**config.mk**
```make
export PLATFORM = sky130hd
export DESIGN_NAME = skPrefixKeyUnit
export DESIGN_NICKNAME = d
export VERILOG_FILES = /design/src/rtl/skPkg.sv /design/src/rtl/skPrefixMap.sv /design/src/rtl/skKeyArray.sv /design/src/rtl/skDatapath.sv /design/src/rtl/skControl.sv /design/src/rtl/skPrefixKeyUnit.sv
export SDC_FILE = /design/constraint.sdc
export NUM_CORES = 1
export LEC_CHECK = 0
export CORE_UTILIZATION = 34
export CTS_BUF_LIST = sky130_fd_sc_hd__clkbuf_8
export CTS_CLUSTER_SIZE = 20
export DETAILED_ROUTE_END_ITERATION = 6
export GPL_TIMING_DRIVEN = 0
export SLEW_MARGIN = 20
export SYNTH_ARGS = -nofsm -noshare
export SYNTH_HDL_FRONTEND = slang
export SYNTH_HIERARCHICAL = 1
export SYNTH_SLANG_ARGS = --single-unit
```
**constraint.sdc**
```tcl
create_clock -name clk -period 5 [get_ports clk]
set_input_delay 1 -clock clk [delete_from_list [all_inputs] [get_ports clk]]
set_output_delay 1 -clock clk [all_outputs]
set_load 0.01 [all_outputs]
```
**src/rtl/skPkg.sv**
```systemverilog
package skPkg;

  typedef enum logic [1:0] {
    ACC_LOAD  = 2'b00,
    ACC_STORE = 2'b01,
    ACC_FETCH = 2'b10
  } accKind_e;

  typedef struct packed {
    logic refBit;
    logic chgBit;
  } pageKey_t;

  typedef struct packed {
    logic captureReq;
    logic captureRsp;
    logic commitKey;
  } stageStrobe_t;

endpackage

```
**src/rtl/skPrefixMap.sv**
```systemverilog
module skPrefixMap #(
  parameter int ADDR_W    = 32,
  parameter int SWAP_BITS = 13
) (
  input  logic [ADDR_W-1:0] realAddr,
  input  logic [ADDR_W-1:0] prefix,
  output logic [ADDR_W-1:0] absAddr
);
  localparam int HI_W = ADDR_W - SWAP_BITS;

  logic [HI_W-1:0]      realHi;
  logic [HI_W-1:0]      pfxHi;
  logic [SWAP_BITS-1:0] realLo;
  logic                 lowHit;
  logic                 pfxHit;

  assign realHi = realAddr[ADDR_W-1:SWAP_BITS];
  assign realLo = realAddr[SWAP_BITS-1:0];
  assign pfxHi  = prefix[ADDR_W-1:SWAP_BITS];
  assign lowHit = (realHi == '0);
  assign pfxHit = (realHi == pfxHi);

  always_comb begin
    if (lowHit)      absAddr = {pfxHi, realLo};
    else if (pfxHit) absAddr = {{HI_W{1'b0}}, realLo};
    else             absAddr = realAddr;
  end

  always_comb begin

    if (lowHit) low_to_prefix_chk: assert (absAddr[ADDR_W-1:SWAP_BITS] == pfxHi);

    if (!lowHit && pfxHit) prefix_to_low_chk: assert (absAddr[ADDR_W-1:SWAP_BITS] == '0);
  end
endmodule

```
**src/rtl/skKeyArray.sv**
```systemverilog
module skKeyArray
  import skPkg::*;
#(
  parameter int NUM_PAGES = 64,
  localparam int IDX_W    = $clog2(NUM_PAGES)
) (
  input  logic             clk,
  input  logic             rstN,
  input  logic [IDX_W-1:0] rdIdx,
  output pageKey_t         rdKey,
  input  logic             wrEn,
  input  logic [IDX_W-1:0] wrIdx,
  input  pageKey_t         wrKey
);
  pageKey_t keyMem [NUM_PAGES];

  for (genvar g = 0; g < NUM_PAGES; g++) begin : gKey
    always_ff @(posedge clk) begin
      if (!rstN)                                 keyMem[g] <= '0;
      else if (wrEn && wrIdx == IDX_W'(g))       keyMem[g] <= wrKey;
    end
  end

  assign rdKey = keyMem[rdIdx];


  ref_set_chk: assert property (@(posedge clk) disable iff (!rstN)
    wrEn |=> keyMem[$past(wrIdx)].refBit);


  chg_sticky_chk: assert property (@(posedge clk) disable iff (!rstN)
    (wrEn && keyMem[wrIdx].chgBit) |=> keyMem[$past(wrIdx)].chgBit);
endmodule

```
**src/rtl/skDatapath.sv**
```systemverilog
module skDatapath
  import skPkg::*;
#(
  parameter int ADDR_W    = 32,
  parameter int PAGE_BITS = 12,
  parameter int NUM_PAGES = 64,
  parameter int SWAP_BITS = 13
) (
  input  logic              clk,
  input  logic              rstN,
  input  stageStrobe_t      strobe,
  input  logic [ADDR_W-1:0] reqAddr,
  input  logic [1:0]        reqKind,
  input  logic              reqWriteOk,
  input  logic [ADDR_W-1:0] prefix,
  output logic [ADDR_W-1:0] rspAbsAddr,
  output logic              rspWriteOk,
  output logic              rspPrevRef,
  output logic              rspPrevChg
);
  localparam int IDX_W = $clog2(NUM_PAGES);
  localparam logic [ADDR_W:0] MEM_BYTES = (ADDR_W+1)'(NUM_PAGES) << PAGE_BITS;

  logic [ADDR_W-1:0] mappedAddr;

  logic [ADDR_W-1:0] s1Abs;
  accKind_e          s1Kind;
  logic              s1WriteOk;
  logic              s1InRange;
  logic [IDX_W-1:0]  s1Page;

  logic              wrInRange;
  logic [IDX_W-1:0]  wrPage;
  pageKey_t          wrKey;

  pageKey_t          memKey;
  pageKey_t          curKey;
  pageKey_t          nextKey;
  logic              s1IsStore;
  logic              outWriteOk;

  skPrefixMap #(.ADDR_W(ADDR_W), .SWAP_BITS(SWAP_BITS)) uMap (
    .realAddr(reqAddr),
    .prefix  (prefix),
    .absAddr (mappedAddr)
  );

  always_ff @(posedge clk) begin
    if (!rstN) begin
      s1Abs     <= '0;
      s1Kind    <= ACC_LOAD;
      s1WriteOk <= 1'b0;
      s1InRange <= 1'b0;
      s1Page    <= '0;
    end else if (strobe.captureReq) begin
      s1Abs     <= mappedAddr;
      s1Kind    <= accKind_e'(reqKind);
      s1WriteOk <= reqWriteOk;
      s1InRange <= ({1'b0, mappedAddr} < MEM_BYTES);
      s1Page    <= mappedAddr[PAGE_BITS +: IDX_W];
    end
  end

  skKeyArray #(.NUM_PAGES(NUM_PAGES)) uKeys (
    .clk  (clk),
    .rstN (rstN),
    .rdIdx(s1Page),
    .rdKey(memKey),
    .wrEn (strobe.commitKey && wrInRange),
    .wrIdx(wrPage),
    .wrKey(wrKey)
  );

  assign curKey    = (strobe.commitKey && wrInRange && wrPage == s1Page) ? wrKey : memKey;
  assign s1IsStore = (s1Kind == ACC_STORE);
  assign nextKey   = '{refBit: 1'b1, chgBit: curKey.chgBit | s1IsStore};
  assign outWriteOk = s1WriteOk && !(s1InRange && !s1IsStore && !curKey.chgBit);

  always_ff @(posedge clk) begin
    if (!rstN) begin
      rspAbsAddr <= '0;
      rspWriteOk <= 1'b0;
      rspPrevRef <= 1'b0;
      rspPrevChg <= 1'b0;
      wrInRange  <= 1'b0;
      wrPage     <= '0;
      wrKey      <= '0;
    end else if (strobe.captureRsp) begin
      rspAbsAddr <= s1Abs;
      rspWriteOk <= outWriteOk;
      rspPrevRef <= s1InRange && curKey.refBit;
      rspPrevChg <= s1InRange && curKey.chgBit;
      wrInRange  <= s1InRange;
      wrPage     <= s1Page;
      wrKey      <= nextKey;
    end
  end


  untracked_no_bits_chk: assert property (@(posedge clk) disable iff (!rstN)
    (strobe.captureRsp && !s1InRange) |=> (!rspPrevRef && !rspPrevChg));
endmodule

```
**src/rtl/skControl.sv**
```systemverilog
module skControl
  import skPkg::*;
(
  input  logic         clk,
  input  logic         rstN,
  input  logic         reqValid,
  output stageStrobe_t strobe,
  output logic         rspValid
);
  logic s1Valid;
  logic s2Valid;

  always_ff @(posedge clk) begin
    if (!rstN) begin
      s1Valid <= 1'b0;
      s2Valid <= 1'b0;
    end else begin
      s1Valid <= reqValid;
      s2Valid <= s1Valid;
    end
  end

  assign strobe.captureReq = reqValid;
  assign strobe.captureRsp = s1Valid;
  assign strobe.commitKey  = s2Valid;
  assign rspValid          = s2Valid;


  rsp_latency_chk: assert property (@(posedge clk) disable iff (!rstN)
    reqValid |=> ##1 rspValid);
endmodule

```
**src/rtl/skPrefixKeyUnit.sv**
```systemverilog
module skPrefixKeyUnit
  import skPkg::*;
#(
  parameter int ADDR_W    = 32,
  parameter int PAGE_BITS = 12,
  parameter int NUM_PAGES = 64,
  parameter int SWAP_BITS = 13
) (
  input  logic              clk,
  input  logic              rstN,
  input  logic              reqValid,
  input  logic [ADDR_W-1:0] reqAddr,
  input  logic [1:0]        reqKind,
  input  logic              reqWriteOk,
  input  logic [ADDR_W-1:0] prefix,
  output logic              rspValid,
  output logic [ADDR_W-1:0] rspAbsAddr,
  output logic              rspWriteOk,
  output logic              rspPrevRef,
  output logic              rspPrevChg
);
  stageStrobe_t strobe;

  skControl uCtrl (
    .clk     (clk),
    .rstN    (rstN),
    .reqValid(reqValid),
    .strobe  (strobe),
    .rspValid(rspValid)
  );

  skDatapath #(
    .ADDR_W(ADDR_W), .PAGE_BITS(PAGE_BITS),
    .NUM_PAGES(NUM_PAGES), .SWAP_BITS(SWAP_BITS)
  ) uData (
    .clk       (clk),
    .rstN      (rstN),
    .strobe    (strobe),
    .reqAddr   (reqAddr),
    .reqKind   (reqKind),
    .reqWriteOk(reqWriteOk),
    .prefix    (prefix),
    .rspAbsAddr(rspAbsAddr),
    .rspWriteOk(rspWriteOk),
    .rspPrevRef(rspPrevRef),
    .rspPrevChg(rspPrevChg)
  );
endmodule

```
# Word level (Yosys, flattened, before mapping)
# Memories as Yosys holds them, arrays and structs flattened. A register that Yosys moved wholly into a read port is not among the register bits.
# Index checks and enable logic that the tools add are counted.
[word_totals]
reg_bits = 88
ramBits = 128
input_bits = 70
out_inout_bits = 36
word_cells = 486
mem_count = 1
[mem_list]
columns = ["memory", "words", "word_bits", "read_ports", "rd_ports_with_merged_regs", "wr", "line", "rtl"]
rows = [
  ["uData.uKeys.keyMem", 64, 2, 1, 1, 64, "skKeyArray.sv:15", "pageKey_t keyMem [NUM_PAGES];"],
]
[op_classes]
n_lt_le_gt_ge = 1
eq_ne = 66
n_mux = 262
bitwise_logic = 65
reduce_logical = 76
[op_table]
columns = ["operator", "count"]
rows = [
  ["$mux W1", 193],
  ["$eq A6 B6 Y1 const B", 32],
  ["$mux W2", 65],
  ["$eq A6 B5 Y1 const B", 16],
  ["$logic_and A1 B1 Y1", 71],
  ["$or A1 B1 Y1", 65],
  ["$mux W32", 2],
  ["$eq A6 B4 Y1 const B", 8],
  ["$lt A32 B19 Y1 const B", 1],
  ["$eq A6 B3 Y1 const B", 4],
  ["$eq A19 B19 Y1", 1],
  ["$logic_not A19 Y1", 1],
  ["$eq A6 B2 Y1 const B", 2],
  ["$mux W6", 2],
  ["$eq A6 B1 Y1 const B", 1],
  ["$eq A6 B6 Y1", 1],
  ["$logic_not A6 Y1", 1],
  ["$logic_not A1 Y1", 3],
  ["$eq A2 B1 Y1 const B", 1],
]

# Depth between registers and ports, before layout
[depth]
depth_word = 7
depth_mapped = 11
depth_no_buf = 8

# Cells and area by module
# Netlist, hierarchy kept.
[modules_own_cells]
columns = ["mod", "instances", "cells_each", "area_each_um2"]
rows = [
  ["skKeyArray", 1, 494, 6115.9],
  ["skDatapath", 1, 266, 2952.8],
  ["skPrefixMap", 1, 126, 802.0],
  ["skControl", 1, 7, 75.1],
]

# Least setup slack after synthesis
# Ideal clock, no wire load.
[synth_timing]
path_type = "input to register"
from = "in reqAddr[14]"
to = "reg uData.s1InRange"
setup_time_ns = 0.076
arrival_time_ns = 2.396
setup_slack_ns = 2.528
stages = 8
path_cell_list = "xnor2_1 -> nand4_1 -> nor3_4 -> buf_6 -> o211ai_1 -> nor4b_1 -> nand4_1 -> a21boi_0"
[synth_via]
elab_chain_cells = 4
word_cells_on_any_way = 5
classes_between = "1 x order compare; 1 x eq/ne; 2 x mux; 1 x reduce/logical"
[synth_lines]
columns = ["element", "line", "rtl"]
rows = [
  ["from (decl)", "skPrefixKeyUnit.sv:12", "input logic [ADDR_W-1:0] reqAddr,"],
  ["$eq A19 B19 Y1", "skPrefixMap.sv:21", "assign pfxHit = (realHi == pfxHi);"],
  ["$mux W32", "skPrefixMap.sv:25", "else if (pfxHit) absAddr = {{HI_W{1'b0}}, realLo};"],
  ["$mux W32 *", "skPrefixMap.sv:24", "if (lowHit) absAddr = {pfxHi, realLo};"],
  ["named net uData.mappedAddr[29]", "skDatapath.sv:24", "logic [ADDR_W-1:0] mappedAddr;"],
  ["$lt A32 B19 Y1 *", "skDatapath.sv:59", "s1InRange <= ({1'b0, mappedAddr} < MEM_BYTES);"],
  ["to (signal assigned)", "skDatapath.sv:59", ""],
  ["to (decl)", "skDatapath.sv:29", "logic s1InRange;"],
]
# The timed path passes the listed nets; every way through them passes the cells marked *.
# A chain may end at the register's enable or synchronous reset.

==> run metrics <==
io pins=106; sequential power share=51.1%; Setup TNS=0 ns; CORE AREA=28700 sq um; CP Capture Type=register; Pwr per Cell Area=311.3 nW/um^2; Crit path arrival time=3.56 ns; number of flops mapped to enable cells by yosys=128; critical-path maximum fanout=10; die area=29940 sq um; Syn Inst Count=893; share of cells above drive strength 1=10.80%; GP Congestion=0.8600; reg2reg end=uData/rspWriteOk$_SDFFE_PN0P_; clock slew seen by the registers of the worst setup and hold paths=0.06 ns; hold crit path type=reg2reg; Yosys warning count=6; HPWL after DPL=19750 um; Worst Hold Depth=1; GR Util All Layers=18.13%; syn nets=963; Max Cap Viol=0; CTS tree=yes; Clock Latency Late Sink=0.55 ns; initial antenna violation count=0; Sink Count=204; Max IR drop VDD=0.1571 mV; ant diodes=0; run status=finished clean; initial core utilization=34.65%; Post-synth ARST share=0%; PostCTS Resize Cnt=0; Hold Crit Endpoint=uCtrl/rspValid$_SDFF_PN0_; CTS Hold Buffers Added=0; Vias=7306; largest net degree at the start of global routing=12; Crit Path Category=reg2reg; R2R Path Start=uData/s1Abs[14]$_SDFFE_PN0P_; fin crit period=3.185 ns; fin crit share=63.70%; slew at the pin closest to its max-slew limit=1.026 ns; layout net count=1081; Fill cells=2882; final WL=27310 um; post-DR wirelength/cell=19.22 um; DRC viols=0; CTS Buf Count=37; ys flop type=edfxtp_1; unique cell type count in the Yosys netlist=54; P&R area growth vs syn=19.41%; H-tree levels=2; final setup vio count=0; final setup margin=1.815 ns; detailed router's first-iteration violation count=646; via/cell ratio=5.141; die width=173.0 um; Sw Ratio=25.06%; leakage power=4.132 nW; Max-slew headroom=30.70%; clk_skew=0.03919 ns; CTS Root Cell=clkbuf_8; switching power=0.0009265 W; CP startpoint kind=register; Worst Reg-to-Reg Cells=9; sequential fraction of the synthesis area=53.94%; Overflow after GRT=0; Fmax=314.0 MHz; pre-CTS WS=1.522 ns; average cell area after synthesis=11.14 sq um; number of global-route vias before repair=7173; first-pass GRT wire length=41540 um; # rows=62; Req. time, crit path=5.38 ns; Port-buffer cells=79; fin util=41.38%; Syn Std Cell Area=9946 sq um; Routed Antenna Nets=0; # Post-CTS Setup Buffers=0; R2R Setup Slk=1.81 ns; Clock Power Share=38.4%; P_int=0.002771 W; hold wc startpoint=uCtrl/s1Valid$_SDFF_PN0_; Seq cells post-synth=204; Comb pwr share=10.5%; Clock Path Buffers=3; max-slew violation count=0; Pre-Repair DR Iteration Count=5; final hold vios=0; Die H=173.0 um; unrepaired setup endpoints after global routing=no
## flip-flops by register name, summed over array words and instances (netlist names), 2 cells and up
name	cells
uData/s1Kind	2
uData/uKeys/keyMem	128
uData/rspAbsAddr	32
uData/s1Abs	32
uData/wrKey	2
## synth_stat cells (4+ instances only)
master    number  area (sq um)
o211ai_1      20         150.1
clkbuf_1      45         168.9
nand2b_1       5         31.28
nand3_1       38         190.2
mux4_1        10         262.8
nor2_1       135         506.7
buf_2         12         60.06
xnor2_1       22         192.7
buf_6          4         45.04
dfxtp_1       76          1521
nor4_1         6         37.54
nand2_1       24         90.09
o21ai_0       86         430.4
nor2b_1       75         469.2
mux2i_1       73         730.7
buf_4         22         165.2
edfxtp_1     128          3844
and3_1         5         31.28
inv_1         22         82.58
mux2_2         4         45.04
o22ai_1        7         43.79
nand4_1        6         37.54
mux4_2        18         405.4
a211oi_1       4         30.03
## power by group through the flow
stage	clock network (W)	registers (W)	logic (W)
after floorplan	0	0.00191	0.000242
after detailed placement	0	0.00192	0.000389
after CTS	0.00146	0.00189	0.000390
after global placement	0	0.00192	0.000384
final	0.00142	0.00189	0.000389
after global routing	0.00153	0.00190	0.000420
## worst max-delay path, cell delays in order, from the launching register on
cell and delay, ns:
dfxtp_1 0.58, buf_2 0.41, buf_2 0.36, mux4_2 0.37
o22ai_1 0.18, nor3_1 0.07, o31ai_1 0.29, o41ai_1 0.25
a2111oi_0 0.39, a211oi_1 0.12
## metrics by stage
step | total power, W | hold slack (ns) | cell area, sq um | std cells
after floorplan | 0.002153 | 0.4361 | 9946 | 893
after global placement | 0.002306 | 0.4459 | 11220 | 1356
after CTS | 0.003736 | 0.4619 | 11880 | 1421
final | 0.003698 | 0.4588 | 11880 | 1421
after global routing | 0.003847 | 0.4798 | 11880 | 1421
after detailed placement | 0.002312 | 0.4492 | 11220 | 1356
## area by class of cell
cell class	count	area, sq um	share of cell area, %
clock inverters	25	108.9	0.9166
inverters	22	82.58	0.6953
repair buffers	79	790.8	6.658
plain buffers	86	467.9	3.940
flip-flops and latches	204	5365	45.17
multi-input cells	581	4030	33.93
clock buffers	40	550.5	4.635
well taps	384	480.5	4.046
## placed cells by master, fill, tap and decap left out, types with 22 or more instances in the layout
master | synthesis | final
buf_4 | 22 | 22
clkbuf_1 | 45 | 45
clkbuf_8 | 0 | 40
clkdlybuf4s50_1 | 0 | 79
dfxtp_1 | 76 | 76
edfxtp_1 | 128 | 128
inv_1 | 22 | 35
mux2i_1 | 73 | 73
nand2_1 | 24 | 24
nand3_1 | 38 | 38
nor2_1 | 135 | 135
nor2b_1 | 75 | 75
o21ai_0 | 86 | 86
xnor2_1 | 22 | 22
## worst max path at each step
| stage | from | end | slack [ns] | cells after the start |
|---|---|---|---|---|
| 2_1_floorplan | reqAddr[14] | uData/s1InRange$_SDFFE_PN0P_ | 2.53 | 8 |
| 3_3_place_gp | reqAddr[17] | uData/s1InRange$_SDFFE_PN0P_ | 1.53 | 9 |
| 3_5_place_dp | reqAddr[17] | uData/s1InRange$_SDFFE_PN0P_ | 1.52 | 9 |
| 4_1_cts | uData/s1Abs[14]$_SDFFE_PN0P_ | uData/rspWriteOk$_SDFFE_PN0P_ | 1.85 | 9 |
| 5_1_grt | uData/s1Abs[14]$_SDFFE_PN0P_ | uData/wrKey[0]$_SDFFE_PN0P_ | 1.63 | 9 |
| 6_report | uData/s1Abs[14]$_SDFFE_PN0P_ | uData/rspWriteOk$_SDFFE_PN0P_ | 1.81 | 9 |
## cell families (layout without fill, tap and decap cells)
family	count (synthesis)	count (layout)	share of synthesized area (%)
AOI/OAI and AO/OA	137	137	8.165
xor gates and xnor gates	25	25	2.202
buffers and inverters	108	252	5.535
DFF	204	204	53.94
muxes	105	105	14.52
and+or+nand+nor	314	314	15.64
## metal layers
metal / GRT usage [%] / share of wire, %
met1: 23.35 / 43
met2: 29.91 / 47
met3: 4.815 / 8.9
met4: 5.199 / 1.8
met5: 0 / 0
(Power assumes the default switching activity.)
